[src/rtl/ctimer_pkg.sv]
package ctimer_pkg;

    localparam int DEF_HALF_W = 16;
    localparam int SEL_W      = 2;
    localparam int N_HALVES   = 2;

    typedef enum logic [0:0] {
        CAP_IDLE = 1'b0,
        CAP_HOLD = 1'b1
    } cap_state_e;

endpackage

[src/rtl/ctimer_half.sv]
module ctimer_half #(
    parameter int W = 16
) (
    input  logic         clk,
    input  logic         rst_n,
    input  logic         inc,
    input  logic         cap_en,
    output logic [W-1:0] cnt,
    output logic [W-1:0] cap
);

    localparam logic [W-1:0] ONE = W'(1);

    always_ff @(posedge clk or negedge rst_n) begin
        if (!rst_n) begin
            cnt <= '0;
        end else if (inc) begin
            cnt <= cnt + ONE;
        end
    end

    always_ff @(posedge clk or negedge rst_n) begin
        if (!rst_n) begin
            cap <= '0;
        end else if (cap_en) begin
            cap <= cnt;
        end
    end

endmodule

[src/rtl/ctimer_capture.sv]
module ctimer_capture
    import ctimer_pkg::*;
(
    input  logic clk,
    input  logic rst_n,
    input  logic trig,
    input  logic dly_en,
    input  logic flag_clr,
    output logic lo_cap_en,
    output logic hi_cap_en,
    output logic flag
);

    cap_state_e state_q;
    cap_state_e state_d;

    always_ff @(posedge clk or negedge rst_n) begin
        if (!rst_n) begin
            state_q <= CAP_IDLE;
        end else begin
            state_q <= state_d;
        end
    end

    always_comb begin
        state_d = state_q;
        unique case (state_q)
            CAP_IDLE: begin
                if (trig && dly_en) begin
                    state_d = CAP_HOLD;
                end
            end
            CAP_HOLD: begin
                if (trig && dly_en) begin
                    state_d = CAP_HOLD;
                end else begin
                    state_d = CAP_IDLE;
                end
            end
            default: state_d = CAP_IDLE;
        endcase
    end

    always_comb begin
        lo_cap_en = trig;
        hi_cap_en = 1'b0;
        unique case (state_q)
            CAP_IDLE: hi_cap_en = trig && !dly_en;
            CAP_HOLD: hi_cap_en = 1'b1;
            default:  hi_cap_en = 1'b0;
        endcase
    end

    always_ff @(posedge clk or negedge rst_n) begin
        if (!rst_n) begin
            flag <= 1'b0;
        end else if (hi_cap_en) begin
            flag <= 1'b1;
        end else if (flag_clr) begin
            flag <= 1'b0;
        end
    end

endmodule

[src/rtl/cascade_capture_timer.sv]
module cascade_capture_timer
    import ctimer_pkg::*;
#(
    parameter int HALF_W = DEF_HALF_W
) (
    input  logic                  clk,
    input  logic                  rst_n,
    input  logic [SEL_W-1:0]      clk_sel,
    input  logic                  cap_evt,
    input  logic                  sw_strobe,
    input  logic                  evt_dly_en,
    input  logic                  flag_clr,
    output logic [2*HALF_W-1:0]   count,
    output logic [2*HALF_W-1:0]   cap_val,
    output logic                  cap_flag
);

    localparam logic [HALF_W-1:0] LO_TOP = '1;

    logic              run;
    logic              trig;
    logic              lo_wrap;
    logic              carry_q;
    logic              lo_cap_en;
    logic              hi_cap_en;
    logic [HALF_W-1:0] cnt_lo;
    logic [HALF_W-1:0] cnt_hi;
    logic [HALF_W-1:0] cap_lo;
    logic [HALF_W-1:0] cap_hi;

    logic [N_HALVES-1:0] half_inc;
    logic [N_HALVES-1:0] half_cap_en;
    logic [HALF_W-1:0]   half_cnt [N_HALVES];
    logic [HALF_W-1:0]   half_cap [N_HALVES];

    assign run     = |clk_sel;
    assign trig    = cap_evt | sw_strobe;
    assign lo_wrap = run && (cnt_lo == LO_TOP);

    always_ff @(posedge clk or negedge rst_n) begin
        if (!rst_n) begin
            carry_q <= 1'b0;
        end else begin
            carry_q <= lo_wrap;
        end
    end

    assign half_inc    = {carry_q, run};
    assign half_cap_en = {hi_cap_en, lo_cap_en};

    for (genvar g = 0; g < N_HALVES; g++) begin : g_half
        ctimer_half #(
            .W (HALF_W)
        ) u_half (
            .clk    (clk),
            .rst_n  (rst_n),
            .inc    (half_inc[g]),
            .cap_en (half_cap_en[g]),
            .cnt    (half_cnt[g]),
            .cap    (half_cap[g])
        );
    end

    assign cnt_lo = half_cnt[0];
    assign cnt_hi = half_cnt[1];
    assign cap_lo = half_cap[0];
    assign cap_hi = half_cap[1];

    ctimer_capture u_cap (
        .clk       (clk),
        .rst_n     (rst_n),
        .trig      (trig),
        .dly_en    (evt_dly_en),
        .flag_clr  (flag_clr),
        .lo_cap_en (lo_cap_en),
        .hi_cap_en (hi_cap_en),
        .flag      (cap_flag)
    );

    assign count   = {cnt_hi, cnt_lo};
    assign cap_val = {cap_hi, cap_lo};

endmodule

[config.mk]
export PLATFORM = sky130hd
export DESIGN_NAME = cascade_capture_timer
export DESIGN_NICKNAME = d
export VERILOG_FILES = /design/src/rtl/ctimer_pkg.sv /design/src/rtl/ctimer_half.sv /design/src/rtl/ctimer_capture.sv /design/src/rtl/cascade_capture_timer.sv
export SDC_FILE = /design/constraint.sdc
export NUM_CORES = 1
export LEC_CHECK = 0
export ABC_CLOCK_PERIOD_IN_PS = 2000
export CORE_MARGIN = 5
export CORE_UTILIZATION = 50
export DETAILED_ROUTE_END_ITERATION = 6
export DONT_BUFFER_PORTS = 1
export SYNTH_ARGS = -nofsm -noshare
export SYNTH_HDL_FRONTEND = slang
export SYNTH_SLANG_ARGS = --single-unit
[constraint.sdc]
create_clock -name clk -period 2 [get_ports clk]
set_clock_uncertainty 0.05 [all_clocks]
set_input_delay 0.1 -clock clk [delete_from_list [all_inputs] [get_ports clk]]
set_output_delay 0.1 -clock clk [all_outputs]
set_load 0.02 [all_outputs]
==> impl_results.md, run 1 <==
- RSZ-0062 raised after global routing: no
- Final Wtd Congestion: 0.727
- WHS: 0.0554 ns
- Syn_nets: 202
- Power Total: 3.25 mW
- Multi-input logic area: 0.00103 sq mm
- Initial antenna violation count: 0
- DIE AREA: 0.00704 sq mm
- # DRC: 0
- R2r worst-path depth: 4
- Layout cells sized above 1: 0.280
- R2r startpoint: g_half[0].u_half.cnt[4]
- Yosys warning total: 0
- CP Launch Type: flop
- Chip height: 83.9 microns
- Crit share post-route: 0.790
- Wire length per cell: 17.7 microns
- Dpl ws: 0.414 ns
- # diodes: 0
- Root buffer cell: clkbuf_8
- GR Util All Layers: 0.160
- Io pins: 73
- Hold EP: g_half[0].u_half.cnt[4]
- Synth Register Bits: 67
- DRT iter0 DRCs: 32
- Storage element area: 0.00168 sq mm
- Vias per cell: 5.38
- CTS tree: done
- Post-DRT Antenna Nets: 0
- Area grow syn2layout: 14.2%
- Initial Util: 0.506
- Vias in the first global route: 1694
- Max-Cap Viols: 0
- Clock tree sinks: 67
- Cells on Worst Hold Path: 2
- Relative slew slack: 0.587
- Avg Inst Size Synth: 14.2 sq um
- Clk pin slew, worst setup/hold paths: 0.07 ns
- CP Max Fanout: 5
- Final Max Tran Viols: 0
- PwrDens: 1040 mW/mm^2
- Crit path largest cell delay: 0.54 ns
- CP required: 2.16 ns
- Min-delay worst type: in -> reg
- Clock latency on the worst-skew pair: 0.33 ns
- Slowest cell on the critical path: dfrtp_1
- Worst Min Path Start: clk_sel[0]
- Status: finished clean
- Max Clock Freq: 633 MHz
- Via count: 1561
- Die width: 83.9 microns
- Endpoints failing setup: 0
- Num CTS Buffers: 9
- R2R setup slack: 0.42 ns
- DRT Wirelength: 5.13 mm
- Synth Instances: 192
- Slew @ Worst Pin: 0.618 ns
- Maximum vdd drop: 0.000726 V
- Final number of hold-violating endpoints: 0
- Post-layout min period: 1.58 ns
- Final WS setup: 0.421 ns
- Worst setup EP type: flop
- Core ar.: 0.00541 sq mm
- Cell leakage power: 1.51 nW
- H-tree depth: 3
- Post-CTS Resized: 0
- CP Cell Sequence: nand3_1 -> nor3_2 -> nand2_1 -> xnor2_1
- Register area share after synthesis: 0.614
- First-pass GRT wire length: 8.71 mm
- Synth cell types: 27
- Critical Path AT: 1.74 ns
- Remaining Overflow, GRT: 0
- RR Endpoint: g_half[0].u_half.cnt[14]
- Cell row count: 27
- Setup TNS Final: 0 ns
- HPWL reported at the end of detailed placement: 3.60 mm
- Crit path kind: reg -> reg
- Drt pass-1 iters: 3
- Largest net degree at the start of global routing: 68
- NumNets Final: 223
- Synth Cell Area: 0.00273 sq mm
- CTS Buffer Depth: 2
- Buf+Inv Stages, Crit Path: 0
- PortBufs: 0
- Fill cell count: 446
- Top delay family on crit path: simple AND/OR/NAND/NOR gates
-- power by group --
group	internal [mW]	switching, mW	leakage (nW)
registers	1.50	0.274	0.905
logic	0.194	0.232	0.502
clock network	0.585	0.461	0.0997
-- logic make-up after synthesis --
family / count (synthesis) / synth area share
adder cells (fa/ha/maj): 2 / 0.00916
multiplexers: 33 / 0.148
AND/OR/NAND/NOR: 50 / 0.105
XOR/XNOR: 30 / 0.0962
buffers and inverters: 4 / 0.00870
flip-flops: 67 / 0.614
AO/OA/AOI/OAI: 6 / 0.0192
-- how the worst max path moves through the flow --
stage | start | endpoint | cells after the start | slack (ns)
global placement | g_half[0].u_half.cnt[2] | g_half[0].u_half.cnt[14] | 4 | 0.47
floorplan | g_half[0].u_half.cnt[0] | g_half[0].u_half.cnt[14] | 5 | 0.49
finish | g_half[0].u_half.cnt[4] | g_half[0].u_half.cnt[14] | 4 | 0.42
detailed placement | g_half[0].u_half.cnt[4] | g_half[0].u_half.cnt[14] | 4 | 0.41
global route | g_half[0].u_half.cnt[0] | g_half[0].u_half.cnt[14] | 5 | 0.28
CTS | g_half[0].u_half.cnt[4] | g_half[0].u_half.cnt[14] | 4 | 0.40
-- Yosys cell counts --
master     count  share of area
and2_4         1         0.0032
o21ai_0        2         0.0037
nand4_1        7          0.016
o2111ai_1      1         0.0032
o211ai_1       1         0.0027
nor3_4         1         0.0060
inv_1          2         0.0027
xor2_1         8          0.026
nand3_2        1         0.0037
mux2_4         9          0.049
o21bai_4       1         0.0069
xnor2_1       22          0.071
nor2_4         1         0.0041
and4_4         1         0.0041
nand3_1        9          0.016
mux2_2        24          0.099
dfrtp_1       67           0.61
a21o_1         1         0.0027
ha_1           2         0.0092
buf_2          1         0.0018
nor2_1         9          0.012
and3_1         5          0.011
buf_6          1         0.0041
nor2b_1        1         0.0023
nand2_1       11          0.015
nor3_2         1         0.0037
and4_1         2         0.0064
-- routing by layer --
layer | up-vias | wire length [microns] | global-route usage
met5 | - | 0 | 0
met4 | 0 | 72 | 0.0702
met3 | 9 | 414 | 0.0740
met2 | 46 | 2710 | 0.278
met1 | 792 | 1930 | 0.164
li1 | 714 | - | -
-- area by class of cell --
class / instances / share of cell area
clock buffers: 15 / 0.0597
inverters: 2 / 0.00241
clock inverters: 1 / 0.00160
well taps: 72 / 0.0289
multi-input cells: 121 / 0.331
repair buffers: 12 / 0.0393
flip-flops and latches: 67 / 0.537
-- layout by cell type, fill, tap and decap left out, drive strengths merged --
| master | count |
|---|---|
| nand4 | 7 |
| clkinv | 1 |
| o21bai | 1 |
| and4 | 3 |
| nor2 | 10 |
| nor2b | 1 |
| clkbuf | 15 |
| dlygate4sd3 | 5 |
| o21ai | 2 |
| dfrtp | 67 |
| nor3 | 2 |
| o211ai | 1 |
| and3 | 5 |
| a21o | 1 |
| nand3 | 10 |
| xnor2 | 22 |
| mux2 | 33 |
| xor2 | 8 |
| and2 | 1 |
| ha | 2 |
| o2111ai | 1 |
| inv | 2 |
| nand2 | 11 |
| buf | 7 |
-- stage by stage --
stage,std cells,util,cell area (sq um)
2_1_floorplan,192,-,2730
3_3_place_gp,268,0.528,2850
3_5_place_dp,268,0.528,2850
4_1_cts,290,0.577,3120
5_1_grt,290,0.577,3120
6_report,290,0.577,3120
-- registers in the layout, summed over array words and instances, names as in the netlist --
signal and flops:
u_cap.state_q 1, u_cap.flag 1, carry_q 1, g_half.u_half.cnt 32
g_half.u_half.cap 32
-- repair_timing --
action                                 4_1_cts  5_1_grt
endpoints found under the hold margin       71        0
setup buffers                                0        0
hold buffers                                 6        0
Note: power is estimated with default switching activity, not from simulation.
==> run 2: changes to the inputs <==
--- a/config.mk
+++ b/config.mk
@@ -5,11 +5,12 @@
 export SDC_FILE = /design/constraint.sdc
 export NUM_CORES = 1
 export LEC_CHECK = 0
-export ABC_CLOCK_PERIOD_IN_PS = 2000
+export ABC_CLOCK_PERIOD_IN_PS = 1400
 export CORE_MARGIN = 5
 export CORE_UTILIZATION = 50
 export DETAILED_ROUTE_END_ITERATION = 6
 export DONT_BUFFER_PORTS = 1
+export PLACE_DENSITY = 0.68
 export SYNTH_ARGS = -nofsm -noshare
 export SYNTH_HDL_FRONTEND = slang
 export SYNTH_SLANG_ARGS = --single-unit
==> constraint.sdc (replaced) <==
create_clock -name clk -period 1.4 [get_ports clk]
set_clock_uncertainty 0.05 [all_clocks]
set_input_delay 0.07 -clock clk [delete_from_list [all_inputs] [get_ports clk]]
set_output_delay 0.07 -clock clk [all_outputs]
set_load 0.02 [all_outputs]
==> impl_results.md, run 2 (synthesized netlist as in run 1, its figures left out) <==
- Cts hold-fix bufs: 4
- R2R setup slack: 0.05 ns
- Min-delay worst type: in -> async
- Core ar.: 0.00541 sq mm
- Vias per cell: 5.28
- Clock tree sinks: 67
- DRT Wirelength: 5.40 mm
- Power Total: 4.75 mW
- PortBufs: 0
- Crit path kind: reg -> reg
- First-pass GRT wire length: 9.36 mm
- Maximum vdd drop: 0.000998 V
- Area post-placement: 0.00306 sq mm
- Endpoints failing setup: 0
- DRT iter0 DRCs: 39
- Slew @ Worst Pin: 0.662 ns
- Cell Count Post-Placement: 295
- CTS Buffer Depth: 2
- Die width: 83.9 microns
- Final Wtd Congestion: 0.760
- NumNets Final: 250
- Root buffer cell: clkbuf_8
- Drt pass-1 iters: 2
- Initial Util: 0.506
- WHS: -0.626 ns
- CP Launch Type: flop
- Max Clock Freq: 740 MHz
- R2r worst-path depth: 6
- Via count: 1674
- Area grow syn2layout: 21.3%
- HPWL reported at the end of detailed placement: 3.81 mm
- Wire length per cell: 17.0 microns
- Relative slew slack: 0.558
- Crit share post-route: 0.965
- # diodes: 0
- Max-Cap Viols: 0
- Post-DRT Antenna Nets: 0
- Layout cells sized above 1: 0.392
- RSZ-0062 raised after global routing: no
- Finished Layout Cells: 317
- Critical Path AT: 1.51 ns
- Largest net degree at the start of global routing: 68
- Worst setup EP type: flop
- CTS tree: done
- Clock latency on the worst-skew pair: 0.33 ns
- Fill cell count: 435
- CP Max Fanout: 4
- Most common cell after layout, fill and taps aside: dfrtp_1
- Vias in the first global route: 1882
- Post-layout min period: 1.35 ns
- Status: complete, but fails checks
- Clk pin slew, worst setup/hold paths: 0.07 ns
- PwrDens: 1430 mW/mm^2
- CP required: 1.56 ns
- # DRC: 0
- Initial antenna violation count: 0
- Final Max Tran Viols: 0
- H-tree depth: 3
- Biggest regs: g_half.u_half.cap x32, g_half.u_half.cnt x32
- Num CTS Buffers: 9
- Cell leakage power: 1.64 nW
- DIE AREA: 0.00704 sq mm
- Most frequent cells in the layout: dfrtp_1, buf_4, mux2_2, xnor2_1, nand2_1
- Fin area: 0.00331 sq mm
- Cell row count: 27
- Remaining Overflow, GRT: 0
- Io pins: 73
- Failing checks: negative hold slack
- Chip height: 83.9 microns
- GR Util All Layers: 0.168
- Final number of hold-violating endpoints: 67
==> run 2: cell count changes in the layout (fill, tap and decap cells not counted), sizes merged <==
cell         previous run  this run
buf                     7        35
bufinv                  0         1
clkbuf                 15        11
clkinv                  1         3
clkinvlp                0         1
dlygate4sd3             5         4
==> run 2: cell type report <==
class                   count  area [sq um]  share of cell area
well taps                  72          90.1              0.0272
multi-input cells         121          1040               0.313
clock inverters             5          52.6              0.0159
clock buffers              11           141              0.0427
flip-flops and latches     67          1680               0.508
inverters                   2          7.51             0.00227
repair buffers             39           303              0.0914
==> run 2: metrics by stage <==
stage / hold WS (ns) / TNS, ns / util / worst slack, ns
after floorplan: -0.276 / 0 / - / 0.0237
after CTS: -0.641 / 0 / 0.611 / 0.0478
after global routing: -0.654 / 0 / 0.613 / 0.00758
after global placement: -0.274 / 0 / 0.566 / 0.0297
after detailed placement: -0.274 / -0.00340 / 0.566 / -0.00340
final: -0.626 / 0 / 0.613 / 0.0494
==> run 2: power by group <==
part / switching, mW / internal, mW / leakage, nW
registers: 0.271 / 2.16 / 0.900
clock network: 0.696 / 0.862 / 0.0991
logic: 0.418 / 0.349 / 0.640
total: 1.38 / 3.37 / 1.64
==> run 2: layer usage <==
layer	part of all wire	GRT usage	vias to the layer above
met5	0	0	-
met4	0.020	0.0789	0
met3	0.089	0.0691	11
met2	0.52	0.291	55
met1	0.37	0.178	845
li1	-	-	763
==> run 2: worst paths after layout <==
path | to | from
setup / recovery | g_half[0].u_half.cnt[14] | g_half[0].u_half.cnt[0]
min in group clk | g_half[0].u_half.cnt[4] | clk_sel[0]
max in group asynchronous | g_half[0].u_half.cnt[1] | rst_n
hold / removal | g_half[1].u_half.cap[10] | rst_n
setup reg to reg | g_half[0].u_half.cnt[14] | g_half[0].u_half.cnt[0]
hold reg to reg | g_half[0].u_half.cnt[10] | g_half[0].u_half.cnt[10]
==> run 2: worst max-delay path, cell delays in order (launching register included) <==
cell and delay, ns:
dfrtp_2 0.37, ha_1 0.16, o21ai_1 0.12, nor3_2 0.18, buf_4 0.15, nand2_1 0.08, xnor2_1 0.12
==> run 2: repair_timing <==
item / in CTS / in global routing
buffers inserted: 1 / 1
gates cloned: 0 / 0
gates resized for setup: 1 / 1
hold endpoints to repair: 72 / 67
setup endpoints to repair: 1 / 2
pin swaps: 1 / 1
==> run 3: changes to the inputs <==
--- a/config.mk
+++ b/config.mk
@@ -5,6 +5,7 @@
 export SDC_FILE = /design/constraint.sdc
 export NUM_CORES = 1
 export LEC_CHECK = 0
+export ABC_AREA = 1
 export ABC_CLOCK_PERIOD_IN_PS = 1400
 export CORE_MARGIN = 5
 export CORE_UTILIZATION = 50
==> impl_results.md, run 3 <==
- Synth Register Bits: 67
- # DRC: 0
- Crit path kind: reg -> reg
- Cell leakage power: 1.88 nW
- Initial Util: 0.522
- Synth Instances: 320
- Fraction of the mapped netlist area in adder cells: 0.00859
- FFs w/ async S/R, synth: 1.00
- PwrDens: 1390 mW/mm^2
- Initial antenna violation count: 0
- CP Launch Type: flop
- Cell row count: 27
- Vias per cell: 4.90
- Simple-Gate Fraction of Synth Area: 0.265
- Yosys warning total: 0
- Io pins: 73
- Most common cell after layout, fill and taps aside: nand2_1
- Clk pin slew, worst setup/hold paths: 0.07 ns
- CP Cell Sequence: buf_4 -> nand2_1 -> dlygate4sd3_1 -> nand2_1
- Cts hold-fix bufs: 6
- Clock latency on the worst-skew pair: 0.34 ns
- Top FF cell, synth: dfrtp_1
- Synth cell types: 21
- Wire length per cell: 14.3 microns
- Relative slew slack: 0.751
- Compound-gate portion of the synthesized area: 0.0241
- CP most frequent cell: nand2_1
- Top delay family on crit path: buffers and inverters
- GR Util All Layers: 0.188
- Post-layout min period: 1.36 ns
- Register area share after synthesis: 0.576
- Post-DRT Antenna Nets: 0
- Max Clock Freq: 737 MHz
- CTS Buffer Depth: 2
- H-tree depth: 3
- DIE AREA: 0.00745 sq mm
- Largest net degree at the start of global routing: 68
- # diodes: 0
- Num CTS Buffers: 9
- Dpl ws: -0.0158 ns
- Syn_nets: 330
- Remaining Overflow, GRT: 0
- DRT iter0 DRCs: 58
- Synth Area in XOR/XNOR: 0.0752
- Yosys top cell area share: 0.576
- Avg Inst Size Synth: 9.10 sq um
- Die width: 86.3 microns
- Fill cell count: 456
- CP required: 1.58 ns
- Buf+Inv Stages, Crit Path: 2
- HPWL reported at the end of detailed placement: 4.64 mm
- Multi-input logic area: 0.00110 sq mm
- First-pass GRT wire length: 10.9 mm
- Crit path largest cell delay: 0.54 ns
- Slew @ Worst Pin: 0.373 ns
- Maximum vdd drop: 0.00126 V
- Storage element area: 0.00168 sq mm
- Drt pass-1 iters: 4
- Root buffer cell: clkbuf_8
- PortBufs: 0
- RSZ-0062 raised after global routing: yes
- Crit share post-route: 0.969
- Chip height: 86.3 microns
- Min-delay worst type: in -> async
- Worst setup EP type: flop
- Biggest regs: g_half.u_half.cap x32, g_half.u_half.cnt x32
- CP Max Fanout: 3
- Layout cells sized above 1: 0.214
- Mux contribution to synthesized area: 0
- Top-count cell post-synth: nand2_1
- WHS: -0.632 ns
- Area grow syn2layout: 21.9%
- Most frequent cells in the layout: nand2_1, dfrtp_1, buf_4, inv_1, xor2_1
- Final Wtd Congestion: 0.832
- Endpoints failing setup: 0
- DRT Wirelength: 6.38 mm
- Final WS setup: 0.0433 ns
- Number of synthesized flops with an enable pin: 0
- Max-Cap Viols: 0
- NumNets Final: 379
- Synth Cell Area: 0.00291 sq mm
- Final Max Tran Viols: 0
- Failing checks: negative hold slack
- Clock tree sinks: 67
- Via count: 2187
- Final number of hold-violating endpoints: 67
- Status: complete, but fails checks
- Main area contributors after synthesis: dfrtp_1, nand2_1, xor2_1, inv_1, o21ai_0
- Critical Path AT: 1.54 ns
- Core ar.: 0.00557 sq mm
- CTS tree: done
- Slowest cell on the critical path: dlygate4sd3_1
- Top cells by count, synth: nand2_1, dfrtp_1, inv_1, xor2_1, nor2_1
- Final core utilization: 0.637
- Vias in the first global route: 2297
- Post-synthesis cell type with the largest combined area: dfrtp_1
- Largest family of logic cells by synthesized area: simple AND/OR/NAND/NOR gates
[run 3: cell count changes after synthesis, moves of 10 or more]
| cell | previous run | this run |
|---|---|---|
| xnor2_1 | 22 | 7 |
| nand2_1 | 11 | 120 |
| mux2_2 | 24 | 0 |
| o21ai_0 | 2 | 13 |
| inv_1 | 2 | 31 |
| xor2_1 | 8 | 18 |
[run 3: layer usage]
layer	routed length (microns)	vias to the layer above	GRT usage	share of wire
li1	-	1074	-	-
met1	2600	1035	0.224	0.41
met2	3210	66	0.311	0.50
met5	0	-	0	0
met4	108	0	0.0850	0.017
met3	459	12	0.0589	0.072
[run 3: through the flow]
step / instance area [sq um] / TNS [ns] / std cells / total power [mW]
6_report: 3550 / 0 / 446 / 4.94
5_1_grt: 3550 / -0.0547 / 446 / 5.22
4_1_cts: 3520 / 0 / 444 / 4.94
3_5_place_dp: 3230 / -0.0158 / 420 / 3.25
3_3_place_gp: 3230 / 0 / 420 / 3.22
2_1_floorplan: 2910 / 0 / 320 / 2.93
[run 3: cell type report]
| type | count | area share |
|---|---|---|
| Sequential cell | 67 | 0.473 |
| Multi-Input combinational cell | 215 | 0.311 |
| Timing Repair Buffer | 45 | 0.0994 |
| Clock buffer | 15 | 0.0497 |
| Inverter | 31 | 0.0328 |
| Tap cell | 72 | 0.0254 |
| Clock inverter | 1 | 0.00846 |
[run 3: path summary, 6_finish.rpt]
path / start / end / slack (ns) / cells past startpoint
max: g_half[0].u_half.cnt[1] / g_half[0].u_half.cnt[1] / 0.04 / 4
min: rst_n / g_half[1].u_half.cap[7] / -0.63 / 0
max reg2reg: g_half[0].u_half.cnt[1] / g_half[0].u_half.cnt[1] / 0.04 / 4
min reg2reg: g_half[0].u_half.cnt[2] / g_half[0].u_half.cnt[2] / 0.49 / 1
max in group asynchronous: rst_n / g_half[0].u_half.cnt[1] / 1.79 / 0
min in group clk: cap_evt / g_half[0].u_half.cap[3] / 0.01 / 4
[run 3: cell families after synthesis]
family                   Yosys count
AND/OR/NAND/NOR                  174
flip-flops                        67
buffers and inverters             38
XOR/XNOR                          25
AO/OA/AOI/OAI                     14
adder cells (fa/ha/maj)            2
[run 3: timing repair]
item / 4_1_cts / 5_1_grt
setup endpoints to repair: 1 / 4
setup buffers: 2 / 2
pin swaps: 1 / 6
hold endpoints to repair: 72 / 67
resized for setup: 0 / 6
[run 3: where the power goes]
group	switching, mW	internal [mW]	leakage [nW]
registers	0.296	2.14	0.887
clock network	0.694	0.972	0.104
logic	0.492	0.345	0.888
